==> src/rtl/ecc_log_pkg.sv <==
package ecc_log_pkg;
  localparam int STAT_W  = 16;
  localparam int WD_W    = 16;
  localparam int RD_W    = 32;
  localparam int PA_W    = 33;
  localparam int LINE_LSB = 7;
  localparam int LINE_W  = PA_W - LINE_LSB;
  localparam int SYN_W   = 8;
  localparam int DST_W   = 8;
  localparam int RA_W    = 3;
  localparam int NPATH   = 3;

  localparam int BIT_CE    = 0;
  localparam int BIT_UE    = 1;
  localparam int BIT_RFSH  = 8;
  localparam int BIT_LOCK  = 9;
  localparam int BIT_THERM = 11;

  localparam logic [STAT_W-1:0] STAT_MASK   = 16'h0B03;
  localparam logic [STAT_W-1:0] NARROW_MASK = 16'h0003;

  typedef enum logic [RA_W-1:0] {
    RA_STAT    = 3'd0,
    RA_ADDR    = 3'd1,
    RA_EXT     = 3'd2,
    RA_SYND    = 3'd3,
    RA_EN_SERR = 3'd4,
    RA_EN_SMI  = 3'd5,
    RA_EN_SCI  = 3'd6
  } reg_sel_e;
endpackage

==> src/rtl/ecc_status_reg.sv <==
module ecc_status_reg
  import ecc_log_pkg::*;
#(
  parameter int W = STAT_W,
  parameter logic [W-1:0] MASK = STAT_MASK
) (
  input  logic         clk,
  input  logic         rst_n,
  input  logic [W-1:0] set_bits,
  input  logic [W-1:0] clr_bits,
  output logic [W-1:0] stat_q,
  output logic [W-1:0] rise
);
  logic [W-1:0] stat_d;
  logic         stat_en;

  always_comb begin
    stat_d  = ((stat_q & ~clr_bits) | set_bits) & MASK;
    stat_en = |(set_bits | clr_bits);
    rise    = stat_d & ~stat_q;
  end

  always_ff @(posedge clk or negedge rst_n) begin
    if (!rst_n)       stat_q <= '0;
    else if (stat_en) stat_q <= stat_d;
  end

  // a set bit only drops when a clear was written for it
  p_sticky_r2: assert property (@(posedge clk) disable iff (!rst_n)
    ((($past(stat_q) & ~$past(clr_bits)) & ~stat_q) == '0));

  // a correctable strobe always leaves bit 0 set
  p_ce_set_r2: assert property (@(posedge clk) disable iff (!rst_n)
    set_bits[BIT_CE] |=> stat_q[BIT_CE]);

  // an event beats a same-cycle clear
  p_set_wins_r3: assert property (@(posedge clk) disable iff (!rst_n)
    (set_bits[BIT_UE] && clr_bits[BIT_UE]) |=> stat_q[BIT_UE]);
endmodule

==> src/rtl/ecc_capture.sv <==
module ecc_capture
  import ecc_log_pkg::*;
#(
  parameter int LW = LINE_W,
  parameter int SW = SYN_W,
  parameter int DW = DST_W
) (
  input  logic          clk,
  input  logic          rst_n,
  input  logic          ce_evt,
  input  logic          ue_evt,
  input  logic          logged_ce,
  input  logic          logged_ue,
  input  logic [LW-1:0] line_in,
  input  logic          chan_in,
  input  logic [SW-1:0] syn_in,
  input  logic [DW-1:0] dest_in,
  output logic [LW-1:0] line_q,
  output logic          chan_q,
  output logic [SW-1:0] syn_q,
  output logic [DW-1:0] dest_q
);
  logic          cap_ue, cap_ce, cap_en;
  logic [LW-1:0] line_d;
  logic          chan_d;
  logic [SW-1:0] syn_d;
  logic [DW-1:0] dest_d;

  always_comb begin
    cap_ue = ue_evt && !logged_ue;
    cap_ce = ce_evt && !ue_evt && !logged_ue && !logged_ce;
    cap_en = cap_ue || cap_ce;
    line_d = line_in;
    chan_d = chan_in;
    syn_d  = syn_in;
    dest_d = dest_in;
  end

  always_ff @(posedge clk or negedge rst_n) begin
    if (!rst_n) begin
      line_q <= '0;
      chan_q <= 1'b0;
      syn_q  <= '0;
      dest_q <= '0;
    end else if (cap_en) begin
      line_q <= line_d;
      chan_q <= chan_d;
      syn_q  <= syn_d;
      dest_q <= dest_d;
    end
  end

  // an uncorrectable event not yet logged takes over the capture
  p_ue_over_ce_r7: assert property (@(posedge clk) disable iff (!rst_n)
    (ue_evt && !logged_ue) |=> (syn_q == $past(syn_in) && line_q == $past(line_in)));

  // a correctable event never disturbs an existing log
  p_freeze_r8: assert property (@(posedge clk) disable iff (!rst_n)
    (ce_evt && !ue_evt && (logged_ce || logged_ue)) |=> ($stable(syn_q) && $stable(line_q)
      && $stable(chan_q) && $stable(dest_q)));
endmodule

==> src/rtl/ecc_report_path.sv <==
module ecc_report_path
  import ecc_log_pkg::*;
#(
  parameter int W = STAT_W,
  parameter logic [W-1:0] MASK = NARROW_MASK
) (
  input  logic         clk,
  input  logic         rst_n,
  input  logic         en_wr,
  input  logic [W-1:0] wdata,
  input  logic [W-1:0] rise,
  output logic [W-1:0] en_q,
  output logic         pulse_q
);
  logic [W-1:0] en_d;
  logic         pulse_d;

  always_comb begin
    en_d    = wdata & MASK;
    pulse_d = |(rise & en_q);
  end

  always_ff @(posedge clk or negedge rst_n) begin
    if (!rst_n)     en_q <= '0;
    else if (en_wr) en_q <= en_d;
  end

  always_ff @(posedge clk or negedge rst_n) begin
    if (!rst_n) pulse_q <= 1'b0;
    else        pulse_q <= pulse_d;
  end

  // unimplemented enable bits never become set
  p_en_mask_r11: assert property (@(posedge clk) disable iff (!rst_n)
    ((en_q & ~MASK) == '0));

  // a pulse requires some enable bit in the previous cycle
  p_pulse_en_r10: assert property (@(posedge clk) disable iff (!rst_n)
    pulse_q |-> $past(en_q != '0));
endmodule

==> src/rtl/ecc_err_logger.sv <==
module ecc_err_logger
  import ecc_log_pkg::*;
#(
  parameter int LW = LINE_W,
  parameter int SW = SYN_W,
  parameter int DW = DST_W
) (
  input  logic            clk,
  input  logic            rst_n,
  input  logic            ce_evt,
  input  logic            ue_evt,
  input  logic            rfsh_evt,
  input  logic            lock_evt,
  input  logic            therm_evt,
  input  logic [LW-1:0]   err_line,
  input  logic            err_chan,
  input  logic [SW-1:0]   err_syn,
  input  logic [DW-1:0]   err_dest,
  input  logic [RA_W-1:0] reg_addr,
  input  logic            reg_wr,
  input  logic [WD_W-1:0] reg_wdata,
  output logic [RD_W-1:0] reg_rdata,
  output logic            serr_pulse,
  output logic            smi_pulse,
  output logic            sci_pulse
);
  localparam int RSVD_W = LINE_LSB - 1;

  reg_sel_e          sel;
  logic [STAT_W-1:0] set_bits, clr_bits, stat_q, rise;
  logic [LW-1:0]     line_q;
  logic              chan_q;
  logic [SW-1:0]     syn_q;
  logic [DW-1:0]     dest_q;
  logic [NPATH-1:0]  en_wr, pulse_vec;
  logic [STAT_W-1:0] en_q [NPATH];

  assign sel = reg_sel_e'(reg_addr);

  always_comb begin
    set_bits            = '0;
    set_bits[BIT_CE]    = ce_evt;
    set_bits[BIT_UE]    = ue_evt;
    set_bits[BIT_RFSH]  = rfsh_evt;
    set_bits[BIT_LOCK]  = lock_evt;
    set_bits[BIT_THERM] = therm_evt;
    clr_bits = (reg_wr && sel == RA_STAT) ? reg_wdata : '0;
  end

  ecc_status_reg #(.W(STAT_W), .MASK(STAT_MASK)) u_stat (
    .clk      (clk),
    .rst_n    (rst_n),
    .set_bits (set_bits),
    .clr_bits (clr_bits),
    .stat_q   (stat_q),
    .rise     (rise)
  );

  ecc_capture #(.LW(LW), .SW(SW), .DW(DW)) u_cap (
    .clk       (clk),
    .rst_n     (rst_n),
    .ce_evt    (ce_evt),
    .ue_evt    (ue_evt),
    .logged_ce (stat_q[BIT_CE]),
    .logged_ue (stat_q[BIT_UE]),
    .line_in   (err_line),
    .chan_in   (err_chan),
    .syn_in    (err_syn),
    .dest_in   (err_dest),
    .line_q    (line_q),
    .chan_q    (chan_q),
    .syn_q     (syn_q),
    .dest_q    (dest_q)
  );

  for (genvar p = 0; p < NPATH; p++) begin : g_path
    localparam logic [STAT_W-1:0] PMASK = (p == 0) ? STAT_MASK : NARROW_MASK;
    assign en_wr[p] = reg_wr && (reg_addr == RA_W'(int'(RA_EN_SERR) + p));
    ecc_report_path #(.W(STAT_W), .MASK(PMASK)) u_path (
      .clk     (clk),
      .rst_n   (rst_n),
      .en_wr   (en_wr[p]),
      .wdata   (reg_wdata),
      .rise    (rise),
      .en_q    (en_q[p]),
      .pulse_q (pulse_vec[p])
    );
  end

  assign serr_pulse = pulse_vec[0];
  assign smi_pulse  = pulse_vec[1];
  assign sci_pulse  = pulse_vec[2];

  always_comb begin
    reg_rdata = '0;
    case (sel)
      RA_STAT:    reg_rdata[STAT_W-1:0] = stat_q;
      RA_ADDR:    reg_rdata = {line_q[LW-2:0], {RSVD_W{1'b0}}, chan_q};
      RA_EXT:     reg_rdata[0] = line_q[LW-1];
      RA_SYND:    reg_rdata[SW+DW-1:0] = {dest_q, syn_q};
      RA_EN_SERR: reg_rdata[STAT_W-1:0] = en_q[0];
      RA_EN_SMI:  reg_rdata[STAT_W-1:0] = en_q[1];
      RA_EN_SCI:  reg_rdata[STAT_W-1:0] = en_q[2];
      default:    reg_rdata = '0;
    endcase
  end

  // the paths are driven by separate enables; with none set, no pulse
  p_quiet_r10: assert property (@(posedge clk) disable iff (!rst_n)
    ((en_q[0] | en_q[1] | en_q[2]) == '0) |=> (pulse_vec == '0));

  // a write to a capture register alone leaves the capture intact
  p_ro_capture_r12: assert property (@(posedge clk) disable iff (!rst_n)
    (reg_wr && (sel == RA_ADDR) && !ce_evt && !ue_evt) |=> ($stable(line_q) && $stable(chan_q)));
endmodule

==> config.mk <==
export PLATFORM = sky130hd
export DESIGN_NAME = ecc_err_logger
export DESIGN_NICKNAME = d
export VERILOG_FILES = /design/src/rtl/ecc_log_pkg.sv /design/src/rtl/ecc_status_reg.sv /design/src/rtl/ecc_capture.sv /design/src/rtl/ecc_report_path.sv /design/src/rtl/ecc_err_logger.sv
export SDC_FILE = /design/constraint.sdc
export NUM_CORES = 1
export LEC_CHECK = 0
export ABC_AREA = 1
export BUFFER_PORTS_ARGS = -buffer_cell sky130_fd_sc_hd__buf_2
export CAP_MARGIN = 20
export CORE_UTILIZATION = 34
export CTS_CLUSTER_SIZE = 20
export DETAILED_ROUTE_END_ITERATION = 6
export PLACE_DENSITY = 0.57
export REMOVE_ABC_BUFFERS = 1
export SETUP_SLACK_MARGIN = 0.3
export SYNTH_ARGS = -nofsm -noshare
export SYNTH_HDL_FRONTEND = slang
export SYNTH_SLANG_ARGS = --single-unit
==> constraint.sdc <==
create_clock -name clk -period 1.7 [get_ports clk]
set_input_delay 0.17 -clock clk [delete_from_list [all_inputs] [get_ports clk]]
set_output_delay 0.17 -clock clk [all_outputs]
set_load 0.02 [all_outputs]
==> results of run 1 <==
## what timing repair did
item	in CTS	in global routing
endpoints found under the hold margin	18	0
gates cloned	0	7
endpoints found under the setup margin	12	58
pin swaps	5	4
hold buffers	1	0
resized for setup	8	24
buffers inserted	2	5
## cells in the final DEF, fill, tap and decap left out, types with 2 or more instances in the layout
| cell type | n |
|---|---|
| clkinv_4 | 2 |
| o22ai_1 | 4 |
| clkbuf_16 | 3 |
| buf_4 | 16 |
| clkinvlp_4 | 2 |
| nand3_1 | 14 |
| inv_1 | 59 |
| clkbuf_8 | 9 |
| inv_2 | 5 |
| dfrtp_1 | 59 |
| nand3_2 | 2 |
| buf_2 | 85 |
| o22ai_2 | 3 |
| nand2_1 | 88 |
| buf_12 | 3 |
| nor2_1 | 30 |
| buf_6 | 5 |
| o21ai_1 | 35 |
| o21ai_0 | 18 |
| nand4_1 | 9 |
| nor2_2 | 4 |
## metrics by stage
step	TNS (ps)	area, µm²	utilization, %	total power [W]	instances
2_1_floorplan	-31260	2720	-	0.00239	338
3_3_place_gp	0	3410	43.3	0.00267	541
3_5_place_dp	0	3410	43.3	0.00270	541
4_1_cts	0	3650	46.3	0.00404	560
5_1_grt	0	3890	49.3	0.00434	572
6_report	0	3890	49.3	0.00406	572
## sequential cells by signal, summed over array words and instances (netlist names)
| register | count |
|---|---|
| g_path.u_path.pulse_q | 3 |
| u_cap.syn_q | 8 |
| u_stat.stat_q | 5 |
| g_path.u_path.en_q | 9 |
| u_cap.chan_q | 1 |
| u_cap.dest_q | 8 |
| u_cap.line_q | 26 |
## logic make-up (layout without fill, tap and decap cells)
family	Yosys count	count (layout)	share of synthesized area (%)
buf+inv	81	197	12.6
flops	60	60	53.1
simple gates	150	150	22.7
compound gates	63	63	11.6
## cells in the mapped netlist
master / n / share of area [%]
nand2_1: 89 / 12
o21ai_1: 35 / 6.2
inv_1: 62 / 8.2
a21oi_1: 1 / 0.18
buf_1: 1 / 0.13
nor2_2: 1 / 0.22
inv_2: 3 / 0.40
nor3_4: 1 / 0.58
buf_2: 8 / 1.4
clkbuf_1: 1 / 0.13
nand4_1: 9 / 2.0
o21ai_2: 1 / 0.31
nor2_1: 33 / 4.4
buf_6: 5 / 2.0
nand3_1: 15 / 2.7
o21ai_0: 19 / 3.4
nor2_8: 1 / 0.71
dfrtp_1: 60 / 53
o22ai_1: 7 / 1.5
nand3_2: 1 / 0.35
buf_4: 1 / 0.27
## layer usage
metal / track usage [%] / share of wire (%) / vias to the layer above
li1: - / - / 1324
met3: 7.07 / 6.5 / 7
met1: 22.8 / 47 / 1214
met5: 0 / 0 / -
met2: 25.5 / 46 / 89
met4: 4.23 / 0.80 / 0
## worst max-delay path: cells and delay by family, from the launching register on
kind,cells,cell delay (ps)
DFF,1,370
and+or+nand+nor,5,340
buffers and inverters,2,200
## final cells by class
cell class,count,area (µm²),area share [%]
Tap cell,102,128,3.28
Clock buffer,9,124,3.18
Inverter,65,251,6.46
Timing Repair inverter,1,6.26,0.161
Multi-Input combinational cell,213,1010,26.1
Timing Repair Buffer,115,790,20.3
Sequential cell,60,1500,38.6
Clock inverter,7,76.3,1.96
## power by group
group / internal [W] / total [W] / switching (W) / leakage [nW]
Combinational: 0.000357 / 0.000857 / 0.000500 / 1.26
Clock: 0.000683 / 0.00130 / 0.000615 / 0.0958
Sequential: 0.00177 / 0.00190 / 0.000133 / 0.710
Total: 0.00281 / 0.00406 / 0.00125 / 2.07
## worst paths after layout
path	start	to	slack [ps]
hold / removal	err_line[6]	u_cap.line_q[6]	30
hold reg to reg	u_stat.stat_q[9]	u_stat.stat_q[9]	480
min in group asynchronous	rst_n	u_cap.line_q[11]	340
setup reg to reg	u_stat.stat_q[1]	u_cap.line_q[0]	350
setup / recovery	u_cap.line_q[25]	reg_rdata[0]	270
max in group asynchronous	rst_n	u_stat.stat_q[11]	840
==> flow_metrics.tcl, run 1 <==
set metrics [dict create \
    yosysWarnings 0 \
    worstPathRequired_ps 1530 \
    gp_congestion 0.812 \
    status "complete, no violations" \
    ys_seq_elements 60 \
    clockRootBuffer "clkbuf_8" \
    num_vias 2634 \
    overflow 0 \
    crit_fanout 2 \
    power_leakage_nw 2.07 \
    die_y_um 93.2 \
    rows 32 \
    grt_pass1_vias 2432 \
    setup_viol 0 \
    start_util_pct 35.8 \
    ir_drop_mv 0.393 \
    firstDrtPassIters 4 \
    drive_gt1_share_pct 32.3 \
    n_fill_cell 796 \
    dp_slack_ps 238 \
    numCtsBuffers 9 \
    grt.total_usage_pct 17.0 \
    crit_arrival_ps 1260 \
    cts.clk_slew.worst_paths_ps 80 \
    path_common_cell "nand2_1" \
    clock.fmax_mhz 701 \
    hold_path.class "in -> reg" \
    worstPathCellList "inv_2 > nor2_2 > nand2_1 > nand2_1 > nor2_2 > nand2_1 > buf_6" \
    cts_tree "yes" \
    diodes 0 \
    rsz0062_at_grt "yes" \
    clock_latency_ps 340 \
    synth_cells 354 \
    ys_types 21 \
    drt-total-wl_um 7890 \
    final_max_slew_viol_count 0 \
    holdWs_ps 32.2 \
    setup_ws_ps 274 \
    seq_area_frac_synth_pct 53.1 \
    dieWidth_um 93.2 \
    whs_path_depth 3 \
    worstRegToRegCells 7 \
    end_kind "output port" \
    viasPerCell 4.60 \
    io_buffers 93 \
    grt_pass1_wl_um 11400 \
    period_minus_slack_ps 1430 \
    cts_sinks 60 \
    tightestPinTransition_ps 527 \
    antenna_found_initial 0 \
    fin_crit_sh_pct 83.9 \
    slowest_stage "dfrtp_1" \
    ant_nets 0 \
    grt_max_degree 87 \
    netlist_area_um2 2830 \
    cts_max_level 3 \
    first_iter_violations 97 \
    hold_viol 0 \
    synthToLayoutAreaGrowth_pct 37.7 \
    relSlewSlack_pct 64.9 \
    final_nets 535 \
    path_class "reg -> out" \
    drv_cap 0 \
    max_stage_delay_ps 370 \
    hpwl_um 4770 \
    crit_path_start_kind "register" \
    ioPinCount 105 \
    wire_per_inst_um 13.8 \
    fin_worst_skew_ps 10.2 \
    post-route-drc-count 0 \
    clock_path_buffers 2 \
    p_per_area_nw_per_um2 1040 \
    placeableCoreArea_um2 7890 \
    dieArea_um2 8680 \
    syn_area_per_cell_um2 7.98 \
]
Note: power is estimated with default switching activity, not from simulation.
==> run 2: changes to the inputs <==
--- a/config.mk
+++ b/config.mk
@@ -5,13 +5,13 @@
 export SDC_FILE = /design/constraint.sdc
 export NUM_CORES = 1
 export LEC_CHECK = 0
-export ABC_AREA = 1
+export ABC_AREA = 0
 export BUFFER_PORTS_ARGS = -buffer_cell sky130_fd_sc_hd__buf_2
 export CAP_MARGIN = 20
 export CORE_UTILIZATION = 34
 export CTS_CLUSTER_SIZE = 20
 export DETAILED_ROUTE_END_ITERATION = 6
-export PLACE_DENSITY = 0.57
+export PLACE_DENSITY = 0.58
 export REMOVE_ABC_BUFFERS = 1
 export SETUP_SLACK_MARGIN = 0.3
 export SYNTH_ARGS = -nofsm -noshare
==> constraint.sdc (replaced) <==
create_clock -name clk -period 1.3 [get_ports clk]
set_input_delay 0.13 -clock clk [delete_from_list [all_inputs] [get_ports clk]]
set_output_delay 0.13 -clock clk [all_outputs]
set_load 0.02 [all_outputs]
==> flow_metrics.tcl, run 2 <==
set metrics [dict create \
    clockRootBuffer "clkbuf_8" \
    yosys.area.top_type_share_pct 50.9 \
    clock_latency_ps 330 \
    netlist_top_cells_count "dfrtp_1, mux2_4, mux2_2" \
    power_leakage_nw 2.27 \
    drt-total-wl_um 7690 \
    ys_seq_elements 60 \
    seq_area_frac_synth_pct 50.9 \
    synth_cells 212 \
    cts_max_level 3 \
    ys.flop_type "dfrtp_1" \
    setup_ws_ps -250 \
    synth_top_family_by_area "multiplexers" \
    syn_area_per_cell_um2 13.9 \
    setup_viol 48 \
    grt_max_degree 61 \
    end_kind "output port" \
    worstPathCellList "mux2i_1 > nor2_1 > a311oi_1 > a21oi_1 > buf_2" \
    start_util_pct 35.5 \
    r2r-end "u_cap.dest_q[7]" \
    tightestPinTransition_ps 336 \
    reg2reg_from "u_stat.stat_q[0]" \
    wire_per_inst_um 16.1 \
    synthToLayoutAreaGrowth_pct 59.7 \
    p_per_area_nw_per_um2 1200 \
    critPathTopFamily "flip-flops" \
    period_minus_slack_ps 1550 \
    status "complete, but fails checks" \
    worstPathRequired_ps 1170 \
    first_iter_violations 55 \
    gp_congestion 0.763 \
    multiInputGateArea_um2 1470 \
    synth_area_leader_cell "dfrtp_1" \
    hpwl_um 4700 \
    worstRegToRegCells 6 \
    final_nets 438 \
    yosysWarnings 0 \
    p_total_w 0.00566 \
    numCtsBuffers 9 \
    cts.clk_slew.worst_paths_ps 70 \
    final_max_slew_viol_count 0 \
    diodes 0 \
    hold_path.class "in -> reg" \
    crit_fanout 2 \
    whs_path_depth 2 \
    relSlewSlack_pct 77.6 \
    crit_path_start_kind "register" \
    cts_tree "yes" \
    fin_crit_sh_pct 119 \
    hold_viol 0 \
    reg_top3 "u_cap.line_q (26), g_path.u_path.en_q (9)" \
    rsz0062_at_grt "yes" \
    clock.fmax_mhz 645 \
    final_cell_mix "dfrtp_1, buf_2, mux2_4" \
    largest_reg_flops 26 \
    violations "setup timing" \
    top_register "u_cap.line_q" \
    async_reset_ff_share_pct 100 \
    clock_path_buffers 2 \
    netlist_area_um2 2950 \
    postLayoutCoreUtil_pct 56.7 \
    ant_nets 0 \
    seqCellArea_um2 1500 \
    grt.total_usage_pct 17.8 \
    holdPathEnd "u_stat.stat_q[0]" \
    grt_pass1_wl_um 11800 \
    ys_types 35 \
    ys_top_cells_by_area "dfrtp_1, mux2_4, mux2_2" \
    drv_cap 0 \
    synth_edf_count 0 \
    die_y_um 95.1 \
    cts_sinks 60 \
    synth_most_common_cell "dfrtp_1" \
    antenna_found_initial 0 \
    ir_drop_mv 0.634 \
    dieWidth_um 95.1 \
    grt_pass1_vias 2332 \
    muxShareOfSynthArea_pct 26.0 \
    synthAdderAreaFrac_pct 0 \
    overflow 0 \
    io_buffers 93 \
    synth_compound_area_share_pct 6.88 \
    min_from "ce_evt" \
    crit_buf_inv 1 \
    synthSimpleGateAreaFrac_pct 11.8 \
    dieArea_um2 9050 \
    max_stage_delay_ps 400 \
    synth-xor-area-share_pct 0 \
    fin_worst_skew_ps 3.79 \
    rows 33 \
    ioPinCount 105 \
    rrSetupSlack_ps -230 \
    n_fill_cell 698 \
    placeableCoreArea_um2 8300 \
    crit_arrival_ps 1420 \
    slowest_stage "dfrtp_2" \
    num_vias 2289 \
    post-route-drc-count 0 \
    viasPerCell 4.80 \
    firstDrtPassIters 4 \
    path_class "reg -> out" \
    drive_gt1_share_pct 68.8 \
]
## run 2: cell types whose count changed in the layout (fill, tap and decap cells not counted), sizes merged, moves of 9 or more
cell,change
and2,+17
nor2,-28
buf,+42
inv,-64
nand4,-9
mux2,+53
o21ai,-50
nand3,-15
nand2,-82
## run 2: area by class of cell
cell class | instances | share of cell area, %
Clock buffer | 13 | 3.38
Clock inverter | 2 | 0.213
Inverter | 3 | 0.239
Multi-Input combinational cell | 136 | 31.3
Sequential cell | 60 | 31.9
Tap cell | 105 | 2.79
Timing Repair Buffer | 158 | 30.2
## run 2: logic make-up (layout without fill, tap and decap cells)
logic type / count (synthesis) / after routing
flops: 60 / 60
mux: 58 / 58
simple gates: 49 / 49
compound gates: 29 / 29
buf+inv: 16 / 176
## run 2: how the worst max path moves through the flow
stage                           startpoint                to  cells after the start
final                     u_stat.stat_q[1]      reg_rdata[1]                      5
after global routing      u_stat.stat_q[1]      reg_rdata[1]                      5
after CTS                 u_stat.stat_q[1]      reg_rdata[1]                      5
after detailed placement  u_stat.stat_q[0]  u_cap.line_q[22]                      5
after global placement         reg_addr[0]     reg_rdata[12]                      6
after floorplan           u_stat.stat_q[0]   u_cap.dest_q[0]                      4
## run 2: per-stage QoR
step | cell area (µm²) | cells | setup WS (ps) | hold slack, ps | TNS [ps]
floorplan | 2830 | 199 | -402 | -166 | -15520
global placement | 3670 | 423 | -108 | 166 | -4770
detailed placement | 3670 | 423 | -114 | 165 | -5610
CTS | 4540 | 467 | -252 | 7.31 | -7460
global route | 4710 | 477 | -312 | 12.5 | -11250
finish | 4710 | 477 | -250 | 19.1 | -8310
## run 2: repair_timing
item | in CTS | in global routing
gates cloned | 4 | 1
setup endpoints to repair | 78 | 79
buffers inserted | 22 | 9
hold buffers | 3 | 0
endpoints found under the hold margin | 62 | 0
pin swaps | 23 | 9
resized for setup | 117 | 22
## run 2: where the power goes
group / leakage [nW] / internal (W) / switching [W]
Sequential: 0.703 / 0.00231 / 0.000267
Clock: 0.0893 / 0.000781 / 0.000702
Combinational: 1.48 / 0.00108 / 0.000525
Total: 2.27 / 0.00417 / 0.00149
## run 2: routing by layer
layer  global-route usage (%)  routed length [µm]
met2                     29.2                3830
met3                     3.59                 409
met5                        0                   0
met1                     22.5                3300
met4                     8.08                 145
==> run 3: changes to the inputs <==
--- a/config.mk
+++ b/config.mk
@@ -11,7 +11,8 @@
 export CORE_UTILIZATION = 34
 export CTS_CLUSTER_SIZE = 20
 export DETAILED_ROUTE_END_ITERATION = 6
-export PLACE_DENSITY = 0.58
+export GPL_ROUTABILITY_DRIVEN = 0
+export PLACE_DENSITY = 0.66
 export REMOVE_ABC_BUFFERS = 1
 export SETUP_SLACK_MARGIN = 0.3
 export SYNTH_ARGS = -nofsm -noshare
==> flow_metrics.tcl, run 3 (synthesis results as in run 2) <==
set metrics [dict create \
    fin_crit_sh_pct 120 \
    first_iter_violations 52 \
    use_met3_pct 4.47 \
    stdcell_count 487 \
    tightestPinTransition_ps 328 \
    die_y_um 95.1 \
    setup_ws_ps -256 \
    seqCellArea_um2 1500 \
    multiInputGateArea_um2 1450 \
    max_stage_delay_ps 390 \
    cts_sinks 60 \
    cts_max_level 3 \
    io_buffers 93 \
    diodes 0 \
    final_max_slew_viol_count 0 \
    fin_worst_skew_ps 8.82 \
    clockRootBuffer "clkbuf_8" \
    grt_pass1_vias 2399 \
    ir_drop_mv 0.640 \
    firstDrtPassIters 4 \
    final_cell_mix "dfrtp_1, buf_2, buf_4" \
    top_register "u_cap.line_q" \
    wire_per_inst_um 16.0 \
    viasPerCell 4.70 \
    num_vias 2289 \
    cts_tree "yes" \
    relSlewSlack_pct 78.2 \
    numCtsBuffers 9 \
    grt_max_degree 61 \
    rsz0062_at_grt "yes" \
    synthToLayoutAreaGrowth_pct 63.9 \
    critPathTopFamily "buffers and inverters" \
    design_area_um2 4830 \
    grt_pass1_wl_um 12100 \
    start_util_pct 35.5 \
    clock_path_buffers 2 \
    drv_cap 0 \
    crit_cells 7 \
    grt-busiest-layer "met2" \
    end_kind "register" \
    status "complete, but fails checks" \
    drive_gt1_share_pct 69.1 \
    clock_latency_ps 340 \
    clock.fmax_mhz 643 \
    final_nets 447 \
    dpl_cell_area_um2 3650 \
    crit_arrival_ps 1780 \
    largest_reg_flops 26 \
    antenna_found_initial 0 \
    p_per_area_nw_per_um2 1340 \
    ioPinCount 105 \
    crit_buf_inv 3 \
    ant_nets 0 \
    power_leakage_nw 2.34 \
    worstPathRequired_ps 1520 \
    crit_path_start_kind "register" \
    overflow 0 \
    rows 33 \
    violations "setup timing" \
    dieArea_um2 9050 \
    dieWidth_um 95.1 \
    hold_viol 0 \
    grt.total_usage_pct 18.1 \
    hpwl_um 4710 \
    whs_path_depth 2 \
    postLayoutCoreUtil_pct 58.2 \
    reg_top3 "u_cap.line_q (26), g_path.u_path.en_q (9)" \
    worstRegToRegCells 7 \
    cts.clk_slew.worst_paths_ps 80 \
    post-route-drc-count 0 \
    setup_viol 48 \
    gr-usage-met2_pct 30.1 \
    use_met1_pct 22.2 \
    slowest_stage "dfrtp_1" \
    period_minus_slack_ps 1560 \
    hold_path.class "in -> reg" \
    drt-total-wl_um 7790 \
    crit_fanout 5 \
    holdWs_ps 18.7 \
    path_common_cell "buf_6" \
    placeableCoreArea_um2 8300 \
    path_class "reg -> reg" \
    worstPathCellList "buf_6 > nor2b_4 > nor2_4 > nor2_8 > buf_6 > clkbuf_16 > mux2_4" \
    place_inst 420 \
    n_fill_cell 658 \
]
[run 3: where the power goes]
part	switching, W	total, W	internal [W]
sequential	0.000274	0.00258	0.00231
clock	0.000733	0.00211	0.00138
combinational	0.000561	0.00178	0.00122
[run 3: cell type report]
cell class	instances	share of cell area, %
flip-flops and latches	60	31.1
repair buffers	167	30.7
multi-input cells	136	30.1
clock buffers	12	3.21
well taps	105	2.72
clock inverters	4	1.97
inverters	3	0.233
[run 3: per-layer routing]
| layer | vias up | part of all wire, % |
|---|---|---|
| li1 | 1086 | - |
| met1 | 1133 | 42 |
| met2 | 63 | 52 |
| met3 | 7 | 4.6 |
| met5 | - | 0 |
| met4 | 0 | 0.98 |
[run 3: through the flow]
stage,worst slack [ps],TNS (ps),total power [W]
after floorplan,-402,-15520,0.00330
after global placement,-127,-4030,0.00369
after detailed placement,-131,-5100,0.00374
after CTS,-287,-9080,0.00633
after global routing,-334,-13110,0.00677
final,-256,-9620,0.00647
[run 3: repair_timing]
item | CTS | global route
hold buffers | 6 | 0
gates resized for setup | 112 | 18
setup endpoints to repair | 78 | 81
hold endpoints to repair | 65 | 0
pin swaps | 16 | 13
cloned | 4 | 1
buffers inserted | 27 | 13
[run 3: path summary, 6_finish.rpt]
kind,start,endpoint,slack (ps)
min in group asynchronous,rst_n,g_path[0].u_path.en_q[11],320
setup / recovery,u_stat.stat_q[0],u_cap.line_q[0],-260
hold reg to reg,u_cap.dest_q[5],u_cap.dest_q[5],510
max in group asynchronous,rst_n,u_stat.stat_q[1],680
hold / removal,err_line[12],u_cap.line_q[12],20
setup reg to reg,u_stat.stat_q[0],u_cap.line_q[0],-260
